### src/rtl/clkbuz_pkg.sv
package clkbuz_pkg;
  localparam int unsigned DIV_BITS = 3;
  localparam int unsigned REG_W    = 8;
  localparam int unsigned EN_POS   = 7;
  localparam int unsigned SRC_POS  = 3;

  typedef struct packed {
    logic                enable;
    logic                srcSel;
    logic [DIV_BITS-1:0] divSel;
    logic                subTick;
  } chCtl_t;
endpackage

### src/rtl/clkbuz_ctrl.sv
module clkbuz_ctrl
  import clkbuz_pkg::*;
#(
  parameter int unsigned NUM_OUT = 2,
  parameter int unsigned SEL_W   = 1
) (
  input  logic                       mainClk,
  input  logic                       subClk,
  input  logic                       rst_n,
  input  logic                       wrEn,
  input  logic [SEL_W-1:0]           wrSel,
  input  logic [REG_W-1:0]           wrData,
  input  logic [SEL_W-1:0]           rdSel,
  output logic [REG_W-1:0]           rdData,
  output chCtl_t [NUM_OUT-1:0]       chCtl
);
  logic [2:0]          subSync;
  logic                subTick;
  logic [NUM_OUT-1:0]  enQ;
  logic [NUM_OUT-1:0]  srcQ;
  logic [DIV_BITS-1:0] divQ [NUM_OUT];

  always_ff @(posedge mainClk or negedge rst_n) begin
    if (!rst_n) subSync <= '0;
    else        subSync <= {subSync[1:0], subClk};
  end
  assign subTick = subSync[1] & ~subSync[2];

  for (genvar i = 0; i < NUM_OUT; i++) begin : g_reg
    logic hit;
    assign hit = wrEn && (wrSel == SEL_W'(i));
    always_ff @(posedge mainClk or negedge rst_n) begin
      if (!rst_n) begin
        enQ[i]  <= 1'b0;
        srcQ[i] <= 1'b0;
        divQ[i] <= '0;
      end else if (hit) begin
        enQ[i] <= wrData[EN_POS];
        if (!enQ[i]) begin
          srcQ[i] <= wrData[SRC_POS];
          divQ[i] <= wrData[DIV_BITS-1:0];
        end
      end
    end
    assign chCtl[i] = '{enable: enQ[i], srcSel: srcQ[i], divSel: divQ[i], subTick: subTick};
  end

  always_comb begin
    rdData = '0;
    for (int i = 0; i < NUM_OUT; i++) begin
      if (rdSel == SEL_W'(i)) begin
        rdData[EN_POS]         = enQ[i];
        rdData[SRC_POS]        = srcQ[i];
        rdData[DIV_BITS-1:0]   = divQ[i];
      end
    end
  end
endmodule

### src/rtl/clkbuz_div.sv
module clkbuz_div
  import clkbuz_pkg::*;
#(
  parameter int unsigned CNT_W = 1 << DIV_BITS
) (
  input  logic   mainClk,
  input  logic   rst_n,
  input  chCtl_t ctl,
  output logic   pinOut,
  output logic   running
);
  logic                enS1, enS2;
  logic                runQ, pinQ, actSrcQ;
  logic [DIV_BITS-1:0] actDivQ;
  logic [CNT_W-1:0]    cntQ, cntNext;
  logic                useSub, tick;

  assign useSub  = runQ ? actSrcQ : ctl.srcSel;
  assign tick    = useSub ? ctl.subTick : 1'b1;
  assign cntNext = cntQ + 1'b1;

  always_ff @(posedge mainClk or negedge rst_n) begin
    if (!rst_n) begin
      enS1    <= 1'b0;
      enS2    <= 1'b0;
      runQ    <= 1'b0;
      pinQ    <= 1'b0;
      actSrcQ <= 1'b0;
      actDivQ <= '0;
      cntQ    <= '0;
    end else if (tick) begin
      enS1 <= ctl.enable;
      enS2 <= enS1;
      if (!runQ) begin
        cntQ    <= '0;
        pinQ    <= 1'b0;
        actSrcQ <= ctl.srcSel;
        actDivQ <= ctl.divSel;
        runQ    <= enS2;
      end else if (!enS2 && !pinQ) begin
        runQ <= 1'b0;
        cntQ <= '0;
      end else begin
        cntQ <= cntNext;
        pinQ <= cntNext[actDivQ];
      end
    end
  end

  assign pinOut  = pinQ;
  assign running = runQ;
endmodule

### src/rtl/clkbuz_top.sv
module clkbuz_top
  import clkbuz_pkg::*;
#(
  parameter int unsigned NUM_OUT = 2,
  parameter int unsigned SEL_W   = (NUM_OUT > 1) ? $clog2(NUM_OUT) : 1
) (
  input  logic               mainClk,
  input  logic               subClk,
  input  logic               rst_n,
  input  logic               wrEn,
  input  logic [SEL_W-1:0]   wrSel,
  input  logic [7:0]         wrData,
  input  logic [SEL_W-1:0]   rdSel,
  output logic [7:0]         rdData,
  output logic [NUM_OUT-1:0] buzOut
);
  chCtl_t [NUM_OUT-1:0] chCtl;
  logic   [NUM_OUT-1:0] chRun;

  clkbuz_ctrl #(.NUM_OUT(NUM_OUT), .SEL_W(SEL_W)) u_ctrl (
    .mainClk(mainClk), .subClk(subClk), .rst_n(rst_n),
    .wrEn(wrEn), .wrSel(wrSel), .wrData(wrData),
    .rdSel(rdSel), .rdData(rdData), .chCtl(chCtl)
  );

  for (genvar i = 0; i < NUM_OUT; i++) begin : g_ch
    clkbuz_div u_div (
      .mainClk(mainClk), .rst_n(rst_n), .ctl(chCtl[i]),
      .pinOut(buzOut[i]), .running(chRun[i])
    );
  end
endmodule

### config.mk
export PLATFORM = sky130hd
export DESIGN_NAME = clkbuz_top
export DESIGN_NICKNAME = d
export VERILOG_FILES = /design/src/rtl/clkbuz_pkg.sv /design/src/rtl/clkbuz_ctrl.sv /design/src/rtl/clkbuz_div.sv /design/src/rtl/clkbuz_top.sv
export SDC_FILE = /design/constraint.sdc
export NUM_CORES = 1
export LEC_CHECK = 0
export BUFFER_PORTS_ARGS = -buffer_cell sky130_fd_sc_hd__buf_2
export CAP_MARGIN = 20
export CORE_UTILIZATION = 47
export CTS_BUF_LIST = sky130_fd_sc_hd__clkbuf_2
export CTS_CLUSTER_DIAMETER = 100
export DETAILED_ROUTE_END_ITERATION = 7
export HOLD_SLACK_MARGIN = 0.15
export PLACE_DENSITY_LB_ADDON = 0.12
export SYNTH_ARGS = -nofsm -noshare
export SYNTH_HDL_FRONTEND = slang
export SYNTH_HIERARCHICAL = 1
export SYNTH_SLANG_ARGS = --single-unit
### constraint.sdc
create_clock -name mainClk -period 4.1 [get_ports mainClk]
set_input_delay 0.205 -clock mainClk [delete_from_list [all_inputs] [get_ports mainClk]]
set_output_delay 0.205 -clock mainClk [all_outputs]
set_load 0.01 [all_outputs]
==> impl_metrics.csv, run 1 <==
group,metric,value,unit
setup_path,arrival,2.53,ns
place,dpl_cell_area,0.00254,mm2
power,comb_power_share,0.396,
setup_path,crit_path_end_kind,"register",
die,dieHeight,74.5,um
setup_path,crit_path_cell_trace,"nor2b_1 -> nor2b_2 -> or2_0 -> or3_1 -> o21ai_0",
drt,ant_nets,0,
min_path,holdCritPathClass,"input port to asynchronous set/reset pin",
cells_and_area,diodes,0,
clock_tree,cts_tree,"done",
global_route,grt_pass1_vias,1598,
place,place_congestion,0.782,
logic_synthesis,yosysTopAreaCell,"dfrtp_1",
drt,via_per_inst,5.57,
die,io_pins,24,
place,dp.cells,305,
setup_path,cp.required,4.46,ns
timing,slew_headroom,0.386,
timing,tightest_slew,0.919,ns
clock_tree,cts_buffer_depth,2,
drt,drt_iter0_markers,109,
logic_synthesis,synth_area,0.00247,mm2
timing,fmax,0.460,GHz
setup_path,crit_slowest_cell,"nor2b_1",
global_route,grt_pass1_wl,7.67,mm
clock_tree,ctsResizeCount,0,
power,power_frac_seq,0.470,
logic_synthesis,synthTopCellsByArea,"dfrtp_1, mux2_2, o21ai_0",
die,die_w,74.5,um
timing,period_minus_slack,2.17,ns
global_route,antenna_found_initial,0,
drt,wl_per_cell,14.5,um
timing,timing.hold.ws,0.190,ns
logic_synthesis,yosysWarnings,6,
timing,setup_violations,0,
power,swShare,0.408,
power,leakagePower,1.14,nW
drt,num_vias,1799,
timing,clock-skew-final,0.0229,ns
logic_synthesis,ys_ff_latch,45,
logic_synthesis,synthArstFlopShare,1.00,
logic_synthesis,synth_cells,233,
clock_tree,clk_latency,0.42,ns
logic_synthesis,ys.flop_type,"dfrtp_1",
timing,hold_violations,0,
power,clock_power_share,0.133,
place,io_buffer_count,17,
global_route,grt.total_usage,0.184,
timing,rsz0062_at_grt,"no",
power,ir_drop,308,uV
timing,finalCritPeriodShare,0.530,
die,rows,26,
drt,drt-total-wl,4.67,mm
flow_run,maxCapViolCount,0,
drt,drc_errors,0,
power,internal-power,0.920,mW
setup_path,path_max_fanout,12,
setup_path,path_buf_inv,0,
setup_path,max_stage_delay,0.74,ns
clock_tree,clk_pin_slew,0.25,ns
clock_tree,cts_made_buffers,5,
cells_and_area,drive_above_1_share,0.261,
outcome,outcome,"finished, final reports clean",
global_route,grt_max_degree,46,
logic_synthesis,ys_types,44,
timing,setup-tns-final,0,ns
logic_synthesis,synth-edff-count,0,
logic_synthesis,synth.avg_cell_area,10.6,um2
clock_tree,cts-root-buf,"clkbuf_2",
timing,drv_slew,0,
die,die_area,0.00555,mm2
global_route,overflow,0,
power,powerDensity,575,mW/mm2
place,dp_hpwl,3.14,mm
die,coreArea,0.00507,mm2
cells_and_area,area_growth,9.21,%
setup_path,cp-start-kind,"register",
logic_synthesis,ys_seq_area_frac,0.455,
setup_path,crit_family,"simple AND/OR/NAND/NOR gates",
cells_and_area,final_area,0.00270,mm2
clock_tree,htreeDepth,2,
drt,first_pass_iters,4,
clock_tree,cts_sinks,45,
cells_and_area,final_cells,323,
logic_synthesis,synth_top_cell_area_share,0.455,
setup_path,critical_path_class,"register to register",
power,p_switching,0.633,mW
cells_and_area,layout.nets,268,
die,initial_core_util,0.487,
==> Yosys cell counts, drive strengths merged (6+ instances only) <==
cell type and count:
nand2 13, nor2 12, and4 6, a21oi 10, buf 13, inv 10
nand3 6, dfrtp 45, mux2 25, nor2b 10, o22ai 8, o21ai 14
==> registers in the layout (all words and copies together), names as in the netlist <==
signal,flops
g_ch.u_div/cntQ,16
g_ch.u_div/pinOut,2
u_ctrl/chCtl,10
g_ch.u_div/actSrcQ,2
g_ch.u_div/actDivQ,6
g_ch.u_div/enS2,2
g_ch.u_div/running,2
u_ctrl/subSync,3
g_ch.u_div/enS1,2
==> placed cells by master (no fill, tap or decap), drive strengths merged, types with 3 or more instances in the layout <==
cell and count:
a21oi 10, a221oi 4, a22o 4, and4 6
buf 18, clkbuf 5, conb 3, dfrtp 45
dlygate4sd3 9, inv 12, mux2 25, nand2 13
nand3 6, nand4 4, nor2 12, nor2b 10
nor3b 3, o211ai 4, o21ai 14, o22ai 8
o31ai 4, or3 4, xnor2 4
==> power groups by stage <==
stage | clock (mW) | sequential, mW | combinational, mW
CTS | 0.216 | 0.730 | 0.617
global placement | 0 | 0.739 | 0.604
detailed placement | 0 | 0.740 | 0.608
floorplan | 0 | 0.664 | 0.566
finish | 0.207 | 0.730 | 0.615
global route | 0.234 | 0.757 | 0.684
==> metrics by stage <==
| stage | power, mW | utilization | setup slack, ns |
|---|---|---|---|
| after global routing | 1.68 | 0.532 | 1.75 |
| final | 1.55 | 0.532 | 1.93 |
| after CTS | 1.56 | 0.528 | 1.89 |
| after detailed placement | 1.35 | 0.500 | 1.86 |
| after floorplan | 1.23 | - | 2.56 |
| after global placement | 1.34 | 0.500 | 1.97 |
==> layout make-up <==
type / instances / area (um2)
Tap cell: 70 / 87.6
Inverter: 10 / 37.5
Clock inverter: 3 / 25.0
Multi-Input combinational cell: 163 / 1200
Sequential cell: 45 / 1130
Timing Repair Buffer: 27 / 195
Fill cell: 465 / 2370
Clock buffer: 5 / 25.0
==> routing by layer <==
metal  up-vias  part of all wire  track usage
li1        898                 -            -
met1       856              0.50        0.274
met2        41              0.44        0.260
met3         4             0.039       0.0474
met4         0             0.011       0.0566
met5         -                 0            0
==> worst reg2reg max path, delay by kind of cell, from the launching register on <==
kind | cells | cell delay (ns)
compound gates | 1 | 0.09
flops | 1 | 0.41
simple gates | 4 | 1.64
==> what timing repair did <==
action,in CTS,in global routing
buffers inserted,0,0
hold endpoints to repair,56,0
hold buffers,9,0
==> cells by family after synthesis <==
kind of cell | synth area share
AND/OR/NAND/NOR | 0.157
multiplexers | 0.122
buffers and inverters | 0.0607
flip-flops | 0.455
adder cells (fa/ha/maj) | 0.0101
other | 0.00152
AO/OA/AOI/OAI | 0.179
XOR/XNOR | 0.0142
==> worst paths after layout <==
check | start | end | slack [ns] | cells after the start
max | u_ctrl/subSync[1] | g_ch[1].u_div/cntQ[7] | 1.93 | 5
min | rst_n | g_ch[1].u_div/cntQ[2] | 0.19 | 2
max reg2reg | u_ctrl/subSync[1] | g_ch[1].u_div/cntQ[7] | 1.93 | 5
min reg2reg | u_ctrl/subSync[0] | u_ctrl/subSync[1] | 0.38 | 0
max in group asynchronous | rst_n | g_ch[1].u_div/actDivQ[2] | 3.43 | 3
min in group mainClk | u_ctrl/subSync[0] | u_ctrl/subSync[1] | 0.38 | 0
Note: power is estimated with default switching activity, not from simulation.
==> run 2: changes to the inputs <==
- clock period: 4.1 -> 2 ns (I/O delays scaled with it)
==> run 2 against run 1 <==
Compared with the run above: flip-flop and latch count did not move; total power grew 110%; design area rose by 2.1%; first-iteration DRC count increased by 6.4%; core utilization grew 1.1 points; non-clock buffer count increased by 10; setup slack lost 1.7 ns; global-route usage is 1.4 points higher; critical path depth unchanged; die area unchanged; wire length rose by 6.4%; clock power up 91%; critical endpoint is now g_ch[0].u_div/pinOut; largest cell class unchanged.
==> impl_metrics.csv, run 2 (synthesis gave the netlist of run 1 again) <==
group,metric,value,unit
outcome,outcome,"finished, final reports clean",
cells_and_area,final_area,0.00276,mm2
drt,ant_nets,0,
power,clock_power_share,0.121,
timing,fmax,0.557,GHz
global_route,overflow,0,
cells_and_area,layout.nets,278,
die,coreArea,0.00507,mm2
timing,setup_violations,0,
cells_and_area,multiInputGateArea,0.00120,mm2
clock_tree,clk_pin_slew,0.23,ns
clock_tree,cts_buffer_depth,2,
cells_and_area,fillCellCount,493,
drt,num_vias,1846,
power,swShare,0.397,
die,io_pins,24,
clock_tree,cts-root-buf,"clkbuf_2",
global_route,grt_pass1_wl,8.25,mm
cells_and_area,seqCellArea,0.00113,mm2
place,io_buffer_count,17,
setup_path,crit_path_cell_trace,"ha_1 -> nor2b_1 -> a221o_1 -> nand4_1 -> a221oi_2",
timing,tightest_slew,0.546,ns
flow_run,maxCapViolCount,0,
power,p_switching,1.30,mW
setup_path,crit_path_end_kind,"register",
cells_and_area,largest_reg_flops,16,
setup_path,crit_family,"flip-flops",
clock_tree,clk_latency,0.43,ns
cells_and_area,layout_commonest_cell,"dfrtp_1",
power,powerDensity,1190,mW/mm2
die,rows,26,
timing,rsz0062_at_grt,"no",
global_route,grt_pass1_vias,1694,
cells_and_area,regMostFlops,"g_ch.u_div/cntQ",
timing,period_minus_slack,1.79,ns
timing,slew_headroom,0.636,
drt,drt-total-wl,4.97,mm
die,initial_core_util,0.487,
clock_tree,postCtsSetupRepairBufs,0,
die,die_w,74.5,um
setup_path,max_stage_delay,0.50,ns
clock_tree,cts_tree,"done",
global_route,antenna_found_initial,0,
cells_and_area,mostFrequentLayoutCells,"dfrtp_1, mux2_2, buf_2, nand2_1, o21ai_0",
timing,setup-tns-final,0,ns
place,dp_hpwl,3.47,mm
setup_path,cp.required,2.36,ns
setup_path,arrival,2.15,ns
min_path,holdCritPathClass,"input port to asynchronous set/reset pin",
setup_path,critical_path_class,"register to register",
timing,hold_violations,0,
setup_path,crit_slowest_cell,"dfrtp_1",
place,place_congestion,0.768,
cells_and_area,diodes,0,
drt,via_per_inst,5.54,
power,leakagePower,1.18,nW
clock_tree,ctsResizeCount,0,
timing,timing.hold.ws,0.149,ns
die,dieHeight,74.5,um
global_route,grt.total_usage,0.198,
timing,clock-skew-final,0.0148,ns
timing,finalCritPeriodShare,0.897,
cells_and_area,drive_above_1_share,0.285,
power,internal-power,1.98,mW
drt,drt_iter0_markers,116,
setup_path,cp-start-kind,"register",
power,power_frac_seq,0.450,
timing,drv_slew,0,
power,ir_drop,616,uV
power,comb_power_share,0.430,
global_route,grt_max_degree,25,
setup_path,path_buf_inv,0,
drt,first_pass_iters,4,
clock_tree,htreeDepth,2,
drt,drc_errors,0,
die,die_area,0.00555,mm2
setup_path,path_max_fanout,7,
clock_tree,cts_made_buffers,5,
drt,wl_per_cell,14.9,um
cells_and_area,area_growth,11.5,%
clock_tree,cts_sinks,45,
place,dpl_cell_area,0.00262,mm2
[run 2: metrics by stage]
stage | cells | power [mW] | setup WS [ns] | utilization
2_1_floorplan | 235 | 2.52 | 0.459 | -
3_3_place_gp | 315 | 2.86 | 0.306 | 0.515
3_5_place_dp | 315 | 2.89 | 0.283 | 0.515
4_1_cts | 333 | 3.31 | 0.219 | 0.543
5_1_grt | 333 | 3.55 | 0.0510 | 0.543
6_report | 333 | 3.28 | 0.206 | 0.543
[run 2: power groups by stage]
stage	clock network [mW]	logic (mW)	registers (mW)
global placement	0	1.37	1.49
floorplan	0	1.16	1.36
CTS	0.413	1.41	1.48
detailed placement	0	1.39	1.50
global route	0.448	1.58	1.52
finish	0.396	1.41	1.47
[run 2: layer usage]
layer	part of all wire	track usage	up-vias
met5	0	0	-
met1	0.50	0.281	885
met3	0.033	0.0474	9
met4	0.015	0.0671	0
met2	0.46	0.296	37
li1	-	-	915
[run 2: timing repair]
action | in CTS | in global routing
hold endpoints to repair | 56 | 0
endpoints found under the setup margin | 0 | 0
hold buffers | 10 | 0
[run 2: worst reg2reg max path, cell delays in order (launching register included)]
cell and delay (ns):
dfrtp_1 0.50, ha_1 0.33, nor2b_1 0.28, a221o_1 0.19, nand4_1 0.12, a221oi_2 0.31
[run 2: final timing paths]
kind	slack [ns]	start	cells after the start	to
hold reg to reg	0.38	u_ctrl/subSync[0]	0	u_ctrl/subSync[1]
max in group asynchronous	1.26	rst_n	3	g_ch[0].u_div/actDivQ[1]
hold / removal	0.15	rst_n	2	g_ch[0].u_div/cntQ[2]
min in group mainClk	0.31	subClk	2	u_ctrl/subSync[0]
setup / recovery	0.21	g_ch[0].u_div/cntQ[1]	5	g_ch[0].u_div/pinOut
setup reg to reg	0.21	g_ch[0].u_div/cntQ[1]	5	g_ch[0].u_div/pinOut
[run 2: area by class of cell]
cell class	instances	share of cell area
Multi-Input combinational cell	163	0.436
Sequential cell	45	0.408
Clock buffer	7	0.0127
Inverter	10	0.0136
Tap cell	70	0.0318
Timing Repair Buffer	37	0.0944
Clock inverter	1	0.00272
==> run 3: changes to the inputs <==
- clock period: 2 -> 1.7 ns (I/O delays scaled with it)
==> run 3 against run 2 <==
Compared with the run above: cell count increased by 4.8%; clock skew increased by 0.033 ns; first-iteration DRC count increased by 6.9%; total power increased by 24%; hold slack improved by 0.16 ns; register-to-register slack got worse by 0.10 ns; wire length increased by 1.8%; design area increased by 5.4%; core utilization increased by 2.9 points; largest cell class unchanged; highest routed layer unchanged.
==> impl_metrics.csv, run 3 (synthesis gave the netlist of run 1 again) <==
group,metric,value,unit
outcome,outcome,"finished, final reports clean",
cells_and_area,layout.nets,294,
global_route,grt_pass1_wl,8.42,mm
global_route,antenna_found_initial,0,
setup_path,reg2reg_depth,5,
timing,clock-skew-final,0.0475,ns
cells_and_area,layout_commonest_cell,"dfrtp_1",
clock_tree,postCtsSetupRepairBufs,0,
cells_and_area,area_growth,17.5,%
cells_and_area,drive_above_1_share,0.319,
place,place_congestion,0.781,
setup_path,crit_slowest_cell,"dfrtp_1",
drt,num_vias,1904,
die,io_pins,24,
drt,drt-total-wl,5.06,mm
clock_tree,cts_made_buffers,5,
power,p_total,4.07,mW
clock_tree,clk_pin_slew,0.25,ns
place,dp_worst_setup_slack,0.0800,ns
drt,wl_per_cell,14.5,um
timing,hold_violations,0,
place,dp_hpwl,3.55,mm
timing,timing.hold.ws,0.308,ns
die,initial_core_util,0.487,
cells_and_area,diodes,0,
cells_and_area,largest_reg_flops,16,
min_path,hold_start,"subClk",
min_path,whs_endpoint,"u_ctrl/subSync[0]",
setup_path,cp.required,2.07,ns
timing,drv_slew,0,
flow_run,maxCapViolCount,0,
power,powerDensity,1400,mW/mm2
timing,finalCritPeriodShare,0.939,
clock_tree,cts_tree,"done",
cells_and_area,fillCellCount,462,
cells_and_area,multiInputGateArea,0.00121,mm2
cells_and_area,regMostFlops,"g_ch.u_div/cntQ",
clock_tree,htreeDepth,2,
timing,setup_ws,0.103,ns
setup_path,max_stage_delay,0.45,ns
global_route,grt.total_usage,0.203,
timing,period_minus_slack,1.60,ns
die,die_w,74.5,um
timing,fmax,0.626,GHz
min_path,holdCritPathClass,"input port to register",
power,ir_drop,907,uV
drt,first_pass_iters,4,
setup_path,critical_path_class,"register to register",
setup_path,path_max_fanout,4,
die,dieHeight,74.5,um
timing,tightest_slew,0.817,ns
cells_and_area,mostFrequentLayoutCells,"dfrtp_1, mux2_2, buf_4, buf_2, dlygate4sd3_1",
power,leakagePower,1.27,nW
drt,drc_errors,0,
drt,via_per_inst,5.46,
setup_path,r2r_slack,0.10,ns
die,rows,26,
min_path,hold_depth,2,
die,coreArea,0.00507,mm2
setup_path,crit_path_cell_trace,"ha_1 -> nor2b_1 -> o31ai_1 -> a221oi_1 -> a221oi_2",
setup_path,arrival,1.97,ns
setup_path,path_buf_inv,0,
timing,rsz0062_at_grt,"no",
global_route,grt_pass1_vias,1716,
setup_path,r2r_end,"g_ch[0].u_div/pinOut",
drt,drt_iter0_markers,124,
clock_tree,cts_buffer_depth,2,
timing,setup_violations,0,
setup_path,cp-start-kind,"register",
global_route,overflow,0,
setup_path,crit_path_end_kind,"register",
clock_tree,cts-root-buf,"clkbuf_2",
place,io_buffer_count,17,
global_route,grt_max_degree,19,
cells_and_area,seqCellArea,0.00113,mm2
setup_path,crit_family,"compound AO/OA/AOI/OAI gates",
drt,ant_nets,0,
die,die_area,0.00555,mm2
clock_tree,cts_sinks,45,
clock_tree,clk_latency,0.45,ns
setup_path,timing.rr.start,"g_ch[0].u_div/cntQ[0]",
timing,setup-tns-final,0,ns
timing,slew_headroom,0.453,
cells_and_area,post-route-util,0.572,
==> run 3: changes by cell type in the layout (fill, tap and decap cells not counted) <==
| cell | delta |
|---|---|
| clkbuf_2 | -2 |
| a311oi_1 | -1 |
| clkinvlp_4 | -1 |
| a311oi_2 | +1 |
| or2_1 | +1 |
| clkinv_4 | +2 |
| inv_6 | +1 |
| dlygate4sd3_1 | +4 |
| buf_4 | +12 |
| or2_0 | -2 |
| or2_4 | +1 |
==> run 3: power by group <==
part	total (mW)	switching [mW]	internal (mW)
sequential	1.69	0.327	1.36
combinational	1.88	0.882	0.998
clock	0.497	0.384	0.113
total	4.07	1.59	2.47
==> run 3: area by class of cell <==
cell class / instances / share of cell area
Multi-Input combinational cell: 163 / 0.417
Tap cell: 70 / 0.0301
Inverter: 10 / 0.0129
Clock buffer: 5 / 0.00861
Timing Repair Buffer: 53 / 0.134
Sequential cell: 45 / 0.388
Clock inverter: 3 / 0.00904
==> run 3: worst max path at each step <==
stage	startpoint	to	depth (start not counted)
2_1_floorplan	g_ch[0].u_div/cntQ[0]	g_ch[0].u_div/pinOut	5
4_1_cts	u_ctrl/subSync[2]	g_ch[1].u_div/cntQ[7]	6
3_5_place_dp	u_ctrl/subSync[1]	g_ch[1].u_div/cntQ[7]	6
5_1_grt	g_ch[0].u_div/cntQ[0]	g_ch[0].u_div/pinOut	5
3_3_place_gp	u_ctrl/subSync[2]	g_ch[1].u_div/cntQ[7]	6
6_report	g_ch[0].u_div/cntQ[0]	g_ch[0].u_div/pinOut	5
==> run 3: what timing repair did <==
| action | 4_1_cts | 5_1_grt |
|---|---|---|
| setup endpoints to repair | 0 | 8 |
| hold endpoints to repair | 56 | 0 |
| resized for setup | 0 | 4 |
| hold buffers | 14 | 0 |
==> run 3: layer usage <==
| layer | part of all wire | up-vias | global-route usage |
|---|---|---|---|
| li1 | - | 940 | - |
| met5 | 0 | - | 0 |
| met3 | 0.029 | 6 | 0.0488 |
| met4 | 0.012 | 0 | 0.0566 |
| met1 | 0.52 | 923 | 0.302 |
| met2 | 0.44 | 35 | 0.295 |
==> run 3: per-stage QoR <==
step / area, um2 / std cells
2_1_floorplan: 2480 / 235
3_3_place_gp: 2710 / 327
3_5_place_dp: 2710 / 327
4_1_cts: 2900 / 349
5_1_grt: 2910 / 349
6_report: 2910 / 349
